### src/rtl/tone_rx_pkg.sv
package tone_rx_pkg;

  // Effective hold length: a request above the cap is cut to the cap.
  function automatic int unsigned hold_limit(int unsigned req, int unsigned cap);
    return (req > cap) ? cap : req;
  endfunction

  // Next value of a consecutive-tick run counter that saturates at top-1.
  function automatic int unsigned run_step(int unsigned run, int unsigned top, logic present);
    if (!present) return 0;
    return (run + 1 >= top) ? top - 1 : run + 1;
  endfunction

endpackage

### src/rtl/rx_lock_supervisor.sv
module rx_lock_supervisor #(
  parameter int unsigned GBT_TICKS = 120,
  parameter int unsigned TAG_TICKS = 120
) (
  input  logic clk,
  input  logic rst_n,
  input  logic tick,
  input  logic guard_rx,
  input  logic loss_rx,
  output logic locked
);
  import tone_rx_pkg::*;

  localparam int unsigned GW = $clog2(GBT_TICKS + 1);
  localparam int unsigned LW = $clog2(TAG_TICKS + 1);

  logic [GW-1:0] guard_run;
  logic [LW-1:0] loss_run;
  logic          lock_q;

  // named events for the assertions
  logic gbt_done;
  logic tag_expire;
  assign gbt_done   = tick && guard_rx && (guard_run == GW'(GBT_TICKS - 1));
  assign tag_expire = tick && loss_rx  && (loss_run  == LW'(TAG_TICKS - 1));

  always_ff @(posedge clk) begin
    if (!rst_n) begin
      guard_run <= '0;
      loss_run  <= '0;
      lock_q    <= 1'b1;
    end else if (tick) begin
      guard_run <= GW'(run_step(32'(guard_run), GBT_TICKS, guard_rx));
      loss_run  <= LW'(run_step(32'(loss_run), TAG_TICKS, loss_rx));
      if (tag_expire)    lock_q <= 1'b1;
      else if (gbt_done) lock_q <= 1'b0;
    end
  end

  assign locked = lock_q;

  // lockout only rises after a loss-of-channel tick
  assert_lock_after_loss_R5: assert property (@(posedge clk) disable iff (!rst_n)
    $rose(lock_q) |-> $past(loss_rx && tick));
  // lockout only clears after a guard tick
  assert_unlock_after_guard_R4: assert property (@(posedge clk) disable iff (!rst_n)
    $fell(lock_q) |-> $past(guard_rx && tick));
  // guard run never passes its window
  assert_guard_run_bound_R4: assert property (@(posedge clk) disable iff (!rst_n)
    guard_run < GW'(GBT_TICKS));
  // loss run never passes its window
  assert_loss_run_bound_R5: assert property (@(posedge clk) disable iff (!rst_n)
    loss_run < LW'(TAG_TICKS));
endmodule

### src/rtl/rx_hold_stretch.sv
module rx_hold_stretch #(
  parameter int unsigned HOLD_MAX = 100,
  parameter int unsigned HOLD_W   = 7
) (
  input  logic              clk,
  input  logic              rst_n,
  input  logic              tick,
  input  logic              active,
  input  logic [HOLD_W-1:0] setting,
  output logic              out
);
  import tone_rx_pkg::*;

  localparam int unsigned CW = $clog2(HOLD_MAX + 1);

  logic [CW-1:0] remain;

  always_ff @(posedge clk) begin
    if (!rst_n)                    remain <= '0;
    else if (active)               remain <= CW'(hold_limit(32'(setting), HOLD_MAX));
    else if (tick && remain != '0) remain <= remain - 1'b1;
  end

  assign out = active | (remain != '0);

  // stretch never longer than the cap
  assert_hold_cap_R10: assert property (@(posedge clk) disable iff (!rst_n)
    remain <= CW'(HOLD_MAX));
  // stretch counts down one per tick once released
  assert_hold_step_R8: assert property (@(posedge clk) disable iff (!rst_n)
    (!active && tick && remain != '0) |=> (remain == $past(remain) - 1'b1));
endmodule

### src/rtl/rx_cmd_channel.sv
module rx_cmd_channel #(
  parameter int unsigned GBT_TICKS = 120,
  parameter int unsigned TAG_TICKS = 120,
  parameter int unsigned HOLD_MAX  = 100,
  parameter int unsigned HOLD_W    = 7
) (
  input  logic              clk,
  input  logic              rst_n,
  input  logic              tick,
  input  logic              guard_tone,
  input  logic              trip_req,
  input  logic [HOLD_W-1:0] trip_hold,
  input  logic [HOLD_W-1:0] guard_hold,
  output logic              trip_o,
  output logic              guard_o,
  output logic              ckbk_o
);
  logic guard_rx;
  logic loss_rx;
  logic locked;
  logic logic_trip;

  assign guard_rx   = guard_tone & ~trip_req;
  assign loss_rx    = ~guard_tone & ~trip_req;
  assign logic_trip = trip_req & ~locked;
  assign ckbk_o     = trip_req;

  rx_lock_supervisor #(.GBT_TICKS(GBT_TICKS), .TAG_TICKS(TAG_TICKS)) lock_i (
    .clk(clk), .rst_n(rst_n), .tick(tick),
    .guard_rx(guard_rx), .loss_rx(loss_rx), .locked(locked)
  );

  rx_hold_stretch #(.HOLD_MAX(HOLD_MAX), .HOLD_W(HOLD_W)) trip_hold_i (
    .clk(clk), .rst_n(rst_n), .tick(tick),
    .active(logic_trip), .setting(trip_hold), .out(trip_o)
  );

  rx_hold_stretch #(.HOLD_MAX(HOLD_MAX), .HOLD_W(HOLD_W)) guard_hold_i (
    .clk(clk), .rst_n(rst_n), .tick(tick),
    .active(guard_rx), .setting(guard_hold), .out(guard_o)
  );

  // a trip output raised in this cycle always comes with a checkback
  assert_trip_has_ckbk_R6: assert property (@(posedge clk) disable iff (!rst_n)
    $rose(trip_o) |-> ckbk_o);
endmodule

### src/rtl/dual_cmd_tone_rx.sv
module dual_cmd_tone_rx #(
  parameter int unsigned GBT_TICKS = 120,
  parameter int unsigned TAG_TICKS = 120,
  parameter int unsigned HOLD_MAX  = 100,
  parameter int unsigned HOLD_W    = 7
) (
  input  logic              clk,
  input  logic              rst_n,
  input  logic              tick_ms,
  input  logic              tone_guard,
  input  logic              tone_cmd_a,
  input  logic              tone_cmd_b,
  input  logic              tone_both,
  input  logic [HOLD_W-1:0] trip_hold_a,
  input  logic [HOLD_W-1:0] guard_hold_a,
  input  logic [HOLD_W-1:0] trip_hold_b,
  input  logic [HOLD_W-1:0] guard_hold_b,
  output logic              trip_a,
  output logic              guard_a,
  output logic              ckbk_a,
  output logic              trip_b,
  output logic              guard_b,
  output logic              ckbk_b
);
  localparam int unsigned NCMD = 2;

  logic [NCMD-1:0]   req;
  logic [HOLD_W-1:0] t_hold [NCMD];
  logic [HOLD_W-1:0] g_hold [NCMD];
  logic [NCMD-1:0]   trip_v, guard_v, ckbk_v;

  // index 0 = command A, index 1 = command B; shared tone feeds both
  assign req[0]    = tone_cmd_a | tone_both;
  assign req[1]    = tone_cmd_b | tone_both;
  assign t_hold[0] = trip_hold_a;
  assign t_hold[1] = trip_hold_b;
  assign g_hold[0] = guard_hold_a;
  assign g_hold[1] = guard_hold_b;

  for (genvar c = 0; c < NCMD; c++) begin : g_cmd
    rx_cmd_channel #(
      .GBT_TICKS(GBT_TICKS), .TAG_TICKS(TAG_TICKS),
      .HOLD_MAX(HOLD_MAX), .HOLD_W(HOLD_W)
    ) chan_i (
      .clk(clk), .rst_n(rst_n), .tick(tick_ms),
      .guard_tone(tone_guard), .trip_req(req[c]),
      .trip_hold(t_hold[c]), .guard_hold(g_hold[c]),
      .trip_o(trip_v[c]), .guard_o(guard_v[c]), .ckbk_o(ckbk_v[c])
    );
  end

  assign trip_a  = trip_v[0];
  assign guard_a = guard_v[0];
  assign ckbk_a  = ckbk_v[0];
  assign trip_b  = trip_v[1];
  assign guard_b = guard_v[1];
  assign ckbk_b  = ckbk_v[1];

  // the shared tone shows on both checkbacks
  assert_shared_tone_R1: assert property (@(posedge clk) disable iff (!rst_n)
    tone_both |-> (ckbk_a && ckbk_b));
  // a command A trip leaves command B guard standing
  assert_guard_b_kept_R2: assert property (@(posedge clk) disable iff (!rst_n)
    (tone_guard && !tone_cmd_b && !tone_both) |-> guard_b);
  // a command B trip leaves command A guard standing
  assert_guard_a_kept_R2: assert property (@(posedge clk) disable iff (!rst_n)
    (tone_guard && !tone_cmd_a && !tone_both) |-> guard_a);
endmodule

### config.mk
export PLATFORM = sky130hd
export DESIGN_NAME = dual_cmd_tone_rx
export DESIGN_NICKNAME = d
export VERILOG_FILES = /design/src/rtl/tone_rx_pkg.sv /design/src/rtl/rx_lock_supervisor.sv /design/src/rtl/rx_hold_stretch.sv /design/src/rtl/rx_cmd_channel.sv /design/src/rtl/dual_cmd_tone_rx.sv
export SDC_FILE = /design/constraint.sdc
export NUM_CORES = 1
export LEC_CHECK = 0
export CORE_MARGIN = 4
export CORE_UTILIZATION = 62
export DETAILED_ROUTE_END_ITERATION = 12
export DONT_BUFFER_PORTS = 1
export HOLD_SLACK_MARGIN = 0.08
export PLACE_DENSITY = 0.77
export RECOVER_POWER = 50
export SLEW_MARGIN = 0
export SYNTH_ARGS = -nofsm -noshare
export SYNTH_HDL_FRONTEND = slang
export SYNTH_SLANG_ARGS = --single-unit
### constraint.sdc
create_clock -name clk -period 1.99 [get_ports clk]
set_input_delay 0.199 -clock clk [delete_from_list [all_inputs] [get_ports clk]]
set_output_delay 0.199 -clock clk [all_outputs]
set_load 0.005 [all_outputs]
* After elaboration in Yosys (flattened, before gate mapping) *
Cells that the tools add are included.

operators by class
  add/subtract/negate cells = 8
  multipliers = 0
  divide/modulo/power cells = 0
  magnitude comparators = 8
  equal/unequal tests = 4
  shifts and indexed selects = 0
  multiplexer cells = 36
  bitwise logic cells = 17
  reduce and logical (&&, ||, !) cells = 24

operators with widths
  operator             count
  $mux 7               20
  $add 7x1->8 const B  4
  $ge 8x7->1 const B   4
  $eq 7x7->1 const B   4
  $gt 7x7->1 const B   4
  $reduce_bool 7->1    4
  $sub 7x1->7 const B  4
  $mux 1               16
  $logic_and 1x1->1    12
  $reduce_bool 2->1    6
  $and 1x1->1          6
  $or 1x1->1           6
  $not 1->1            5
  $reduce_and 2->1     2

storage, ports and cells
  register bits = 58
  bits in latches = 0
  bits in writable memories = 0
  bits in read-only memories = 0
  output and inout port bits = 6
  logic and storage cells = 107
  memories = 0

* Depth between registers and ports, before layout *
  depth after elaboration = 7
  depth in mapped cells = 7
  mapped depth without buffers = 7

* Cells and area by module *
A second synthesis with hierarchy kept.

unflattened totals
  cells, all modules = 474
  area total of the unflattened synthesis = 3,931.3 um2

by module, submodules not included
  module              times used  cells an instance  area each (um2)
  rx_hold_stretch     4           58                 488.0
  rx_lock_supervisor  2           116                957.2
  rx_cmd_channel      2           4                  26.3
  dual_cmd_tone_rx    1           2                  12.5

* Least setup slack after synthesis *
Ideal clock, no wire load.

  kind = register -> register
  start point = reg g_cmd[1].chan_i.guard_hold_i.remain[0]
  end point = reg g_cmd[1].chan_i.guard_hold_i.remain[3]
  setup time = 0.137 ns
  arrival = 1.586 ns
  required time = 1.853 ns
  path slack = 0.267 ns
  cell stages (with the launch flop) = 8
  buffers on the path = 0
  clock period less this slack = 1.723 ns
  cell sequence = dfxtp_1 > inv_1 > ha_1 > or4b_1 > o31a_1 > nand2_1 > xor2_1 > a211oi_1

on the way
  cells in the longest elaborated chain, start to end = 3
  elaborated cells on any way between the ends = 6
  those cells by class = 1 x add/sub; 2 x mux; 3 x reduce/logical

RTL lines
  what                                                     RTL line               RTL
  from (decl)                                              rx_hold_stretch.sv:16  logic [CW-1:0] remain;
  from (signal assigned)                                   rx_hold_stretch.sv:20  else if (active) remain <= CW'(hold_limit(32'(setting), HOLD_MAX));
  from (signal assigned)                                   rx_hold_stretch.sv:21  else if (tick && remain != '0) remain <= remain - 1'b1;
  $sub 7x1->7 / $reduce_bool 7->1 (equally long branches)  rx_hold_stretch.sv:21
  $mux 7 / $logic_and 1x1->1 (equally long branches)       rx_hold_stretch.sv:21
  $mux 7 / $reduce_bool 2->1 (equally long branches)       --

Parallel ways exist; a longest one is shown, timed or not. The select of a mux whose other input is x is not followed.
A chain may end at the register's enable or synchronous reset.

* Worst setup path in the final report *
  start point = reg g_cmd[1].chan_i.guard_hold_i.remain[0]
  end point = reg g_cmd[1].chan_i.guard_hold_i.remain[0]

Same word-level chain as after synthesis.

==> impl_results.html <==
<table>
<tr><th>Metric</th><th>Value</th></tr>
<tr><th colspan="2">Status</th></tr>
<tr><td>Outcome</td><td>completed</td></tr>
<tr><th colspan="2">Pwr</th></tr>
<tr><td>Psw</td><td>1420 uW</td></tr>
<tr><td>Power density relative to cell area</td><td>980 mW/mm2</td></tr>
<tr><td>Maximum resistive drop on vdd</td><td>0.900 mV</td></tr>
<tr><td>Clk pwr share</td><td>24.6%</td></tr>
<tr><td>Leakage power summed over all cells</td><td>0.00149 uW</td></tr>
<tr><td>Fraction of power consumed by combinational cells</td><td>36.6%</td></tr>
<tr><td>Sequential share of power</td><td>38.8%</td></tr>
<tr><td>Sw Share</td><td>35.0%</td></tr>
<tr><td>Power, Total</td><td>4040 uW</td></tr>
<tr><td>Power Internal</td><td>2630 uW</td></tr>
<tr><th colspan="2">Timing</th></tr>
<tr><td>Final worst path period need</td><td>1880 ps</td></tr>
<tr><td>Share of the clock period used by the worst path after layout</td><td>94.4%</td></tr>
<tr><td>Final number of setup-violating endpoints</td><td>0</td></tr>
<tr><td>Setup repair after global routing missed its margin</td><td>no</td></tr>
<tr><td>Max transition margin</td><td>47.9%</td></tr>
<tr><td>Pins Over Slew Limit</td><td>0</td></tr>
<tr><td>Setup tns final</td><td>0 ps</td></tr>
<tr><td>Actual slew at the worst max-slew pin</td><td>779 ps</td></tr>
<tr><td>Setup skew after layout</td><td>4.28 ps</td></tr>
<tr><td>Final Hold Violating Endpoints</td><td>0</td></tr>
<tr><td>Fmax</td><td>532 MHz</td></tr>
<tr><th colspan="2">CTS</th></tr>
<tr><td>TritonCTS buffer count</td><td>9</td></tr>
<tr><td>Clk sink count</td><td>58</td></tr>
<tr><td>Register clock-pin slew on the reported worst setup and hold paths</td><td>60 ps</td></tr>
<tr><td>TritonCTS clock tree</td><td>done</td></tr>
<tr><td>Worst-case clock buffer depth</td><td>2</td></tr>
<tr><td>Number of H-tree branching levels</td><td>3</td></tr>
<tr><td>Later-pin clock latency in the skew report</td><td>330 ps</td></tr>
<tr><td>Clock Tree Root</td><td>clkbuf_8</td></tr>
<tr><th colspan="2">Final layout</th></tr>
<tr><td>Multi-input logic area</td><td>0.00229 mm2</td></tr>
<tr><td># fillers</td><td>423</td></tr>
<tr><td>Area added between synthesis and finish</td><td>14.5%</td></tr>
<tr><td>Sequential cell area in the final layout</td><td>0.00116 mm2</td></tr>
<tr><td>Finished Cell Area</td><td>0.00413 mm2</td></tr>
<tr><td>Net count, final</td><td>555</td></tr>
<tr><td>Number of diodes</td><td>0</td></tr>
<tr><td>Fraction of final layout cells with drive strength greater than 1</td><td>6.68%</td></tr>
<tr><th colspan="2">Synthesis</th></tr>
<tr><td>Synth Area in Adders</td><td>5.56%</td></tr>
<tr><td>Post-synth top flop</td><td>dfxtp_1</td></tr>
<tr><td>Cell taking the most area after synthesis</td><td>dfxtp_1</td></tr>
<tr><td>Compound-cell area share of the yosys netlist</td><td>23.7%</td></tr>
<tr><td>Yosys reg bits</td><td>58</td></tr>
<tr><td>Gate count after technology mapping</td><td>480</td></tr>
<tr><td>Mean instance size in the synthesized netlist</td><td>7.51 um2</td></tr>
<tr><td>Proportion of synthesized flip-flops having asynchronous set or reset</td><td>0%</td></tr>
<tr><td>Post-Syn Area</td><td>0.00360 mm2</td></tr>
<tr><td>Share of Yosys cell area claimed by the top area cell type</td><td>32.2%</td></tr>
<tr><td>Post-Synthesis Net Count</td><td>531</td></tr>
<tr><td>Yosys Warn Count</td><td>0</td></tr>
<tr><td>Post-Synth XOR/XNOR Area</td><td>4.62%</td></tr>
<tr><td>Cells taking the most area after synthesis</td><td>dfxtp_1, nand2_1, ha_1</td></tr>
<tr><td>Cell variety after synth</td><td>53</td></tr>
<tr><td>Dominant combinational cell family by area after synthesis</td><td>simple AND/OR/NAND/NOR gates</td></tr>
<tr><td>Number of enable-type register cells in the synthesized netlist</td><td>0</td></tr>
<tr><td>Fraction of the mapped netlist area in simple logic gates</td><td>28.2%</td></tr>
<tr><td>Mux contribution to synthesized area</td><td>1.11%</td></tr>
<tr><td>Register area share after synthesis</td><td>32.2%</td></tr>
<tr><th colspan="2">Detailed routing</th></tr>
<tr><td>Top Metal Used</td><td>met4</td></tr>
<tr><td>M1 wire length</td><td>4.07 mm</td></tr>
<tr><td>ANT nets after route</td><td>0</td></tr>
<tr><td>DRT Pass-1 Iters</td><td>4</td></tr>
<tr><td>Average via count per standard cell</td><td>6.10</td></tr>
<tr><td>Count of unresolved DRC violations after routing</td><td>0</td></tr>
<tr><td>Average wire per cell in the routed design</td><td>15.4 um</td></tr>
<tr><td>Met2 wire len</td><td>4.31 mm</td></tr>
<tr><td>Via count</td><td>3545</td></tr>
<tr><td>Met3 wire length</td><td>511 um</td></tr>
<tr><td>Total Wirelength</td><td>8.96 mm</td></tr>
<tr><td>Number of design-rule violations left by the first detailed-router iteration</td><td>224</td></tr>
<tr><th colspan="2">Worst setup path</th></tr>
<tr><td>Req. time, crit path</td><td>2200 ps</td></tr>
<tr><td>Biggest fanout along the worst timing path</td><td>5</td></tr>
<tr><td>Worst Setup Start Kind</td><td>flop</td></tr>
<tr><td>Worst setup path start</td><td>g_cmd[1].chan_i.guard_hold_i.remain[0]</td></tr>
<tr><td>Crit path DAT</td><td>2090 ps</td></tr>
<tr><td>CP peak stage delay</td><td>480 ps</td></tr>
<tr><td>CP Cell Sequence</td><td>inv_2 &gt; ha_1 &gt; or4b_4 &gt; o31a_1 &gt; xnor2_1 &gt; a22oi_1 &gt; nor2_1</td></tr>
<tr><td>Critical-path cell with the highest stage delay</td><td>or4b_4</td></tr>
<tr><td>Element type at the critical path end</td><td>flop</td></tr>
<tr><td>Critical path class</td><td>flop to flop</td></tr>
<tr><td>Startpoint of the most critical register-to-register path</td><td>g_cmd[1].chan_i.guard_hold_i.remain[0]</td></tr>
<tr><td>Register-to-register setup slack</td><td>110 ps</td></tr>
<tr><th colspan="2">Floorplan</th></tr>
<tr><td>Total Die Area</td><td>0.00710 mm2</td></tr>
<tr><td>Die width</td><td>84.2 um</td></tr>
<tr><td>Starting utilization of the core area</td><td>64.6%</td></tr>
<tr><td>Area of the core region</td><td>0.00557 mm2</td></tr>
<tr><td># rows</td><td>27</td></tr>
<tr><td>Count of pins on the block boundary</td><td>41</td></tr>
<tr><td>Vert. Die Dim</td><td>84.2 um</td></tr>
<tr><th colspan="2">GRT</th></tr>
<tr><td>Overall fraction of global-route tracks in use</td><td>26.3%</td></tr>
<tr><td>Antenna violations before repair</td><td>0</td></tr>
<tr><td>Wire length of the first global-routing pass</td><td>15.5 mm</td></tr>
<tr><td>Largest net degree at the start of global routing</td><td>27</td></tr>
<tr><td>Via count of the first global-routing pass</td><td>3370</td></tr>
<tr><td>Congestion Overflow GR</td><td>0</td></tr>
<tr><th colspan="2">Placement</th></tr>
<tr><td>HPWL reported at the end of detailed placement</td><td>5.91 mm</td></tr>
<tr><td>Placed Instance Area</td><td>0.00367 mm2</td></tr>
<tr><td>Number of I/O port buffers</td><td>0</td></tr>
<tr><td>Gp weighted congestion</td><td>0.903</td></tr>
<tr><th colspan="2">Job</th></tr>
<tr><td># Max-Cap Violations</td><td>0</td></tr>
<tr><th colspan="2">Min path</th></tr>
<tr><td>Hold Crit Start</td><td>guard_hold_a[2]</td></tr>
<tr><td>Hold WC Path Type</td><td>input pin to flop</td></tr>
</table>
[critical path: cells and delay by family, from the launching register on]
family	cells	cell delay, ps
buffers and inverters	1	80
DFF	1	320
AOI/OAI and AO/OA	2	520
xor gates and xnor gates	1	150
and+or+nand+nor	2	540
adders and majority gates	1	160
[what timing repair did]
action                                  4_1_cts  5_1_grt
resized for setup                             1        2
endpoints found under the setup margin        1        3
pin swaps                                     0        2
buffers inserted                              0        0
endpoints found under the hold margin        47        0
hold buffers                                 27        0
[layout make-up]
type	count	area share [%]
Multi-Input combinational cell	381	55.4
Sequential cell	58	28.1
Timing Repair Buffer	38	8.37
Clock buffer	14	4.18
Tap cell	72	2.18
Inverter	16	1.46
Clock inverter	2	0.243
[power by group through the flow]
stage	Clock (uW)	Sequential [uW]	Combinational, uW
4_1_cts	1010	1560	1450
6_report	995	1570	1480
3_5_place_dp	0	1580	1380
2_1_floorplan	0	1540	1210
3_3_place_gp	0	1580	1340
5_1_grt	1080	1600	1690
[layer usage]
metal,track usage [%],vias up
met5,0,-
met4,8.33,0
met3,4.02,7
met2,43.9,110
met1,34.7,1645
li1,-,1783
[through the flow]
step	hold slack, ps	util (%)	setup WS [ps]	instances
global placement	285	65.9	219	538
detailed placement	286	65.9	114	538
floorplan	335	-	267	480
finish	95.9	74.0	111	581
global route	84.1	74.0	15.2	581
CTS	81.4	74.1	56.3	581
[flip-flops by register name, indices dropped and copies added (netlist names)]
name	cells
g_cmd.chan_i.guard_hold_i.remain	14
g_cmd.chan_i.lock_i.guard_run	14
g_cmd.chan_i.lock_i.loss_run	14
g_cmd.chan_i.trip_hold_i.remain	14
g_cmd.chan_i.lock_i.locked	2
[path summary, 6_finish.rpt]
| path | cells past startpoint | endpoint |
|---|---|---|
| max | 7 | g_cmd[1].chan_i.guard_hold_i.remain[0] |
| max reg2reg | 7 | g_cmd[1].chan_i.guard_hold_i.remain[0] |
| min | 2 | g_cmd[0].chan_i.guard_hold_i.remain[2] |
| min reg2reg | 2 | g_cmd[0].chan_i.trip_hold_i.remain[6] |
[synthesized netlist by cell type, types with 2 or more instances]
| cell type | number |
|---|---|
| a211oi_1 | 19 |
| a21o_1 | 2 |
| a21oi_1 | 39 |
| a21oi_2 | 2 |
| a22oi_1 | 5 |
| a31oi_1 | 7 |
| a41oi_1 | 2 |
| and2_1 | 2 |
| and3_1 | 4 |
| buf_2 | 2 |
| clkbuf_1 | 21 |
| dfxtp_1 | 58 |
| ha_1 | 16 |
| inv_1 | 15 |
| mux2i_1 | 4 |
| nand2_1 | 62 |
| nand2b_1 | 3 |
| nand3_1 | 26 |
| nand3b_1 | 3 |
| nand4_1 | 8 |
| nor2_1 | 50 |
| nor2b_1 | 6 |
| nor3_1 | 17 |
| nor3b_1 | 2 |
| nor4b_2 | 2 |
| o211ai_1 | 4 |
| o21ai_0 | 19 |
| o21ai_1 | 18 |
| o31ai_1 | 5 |
| o41ai_1 | 4 |
| or2_1 | 3 |
| or3_1 | 6 |
| or4_1 | 2 |
| or4b_1 | 6 |
| xnor2_1 | 9 |
| xor2_1 | 10 |
[cells by family after synthesis]
group	Yosys count
simple gates	206
compound gates	136
flops	58
buf+inv	41
xor+xnor	19
fa+ha+maj	16
mux	4
[cell usage in the layout, fill, tap and decap left out, types with 6 or more instances in the layout]
master	n
or3_1	6
nand4_1	8
nor2_1	50
xnor2_1	9
ha_1	16
dfxtp_1	58
a31oi_1	7
nor2b_1	6
a211oi_1	19
xor2_1	10
nand2_1	62
a21oi_1	39
inv_1	14
dlygate4sd3_1	27
buf_4	9
nor3_1	16
clkbuf_8	12
o21ai_1	11
nand3_1	26
o21ai_0	26
(Power assumes the default switching activity.)
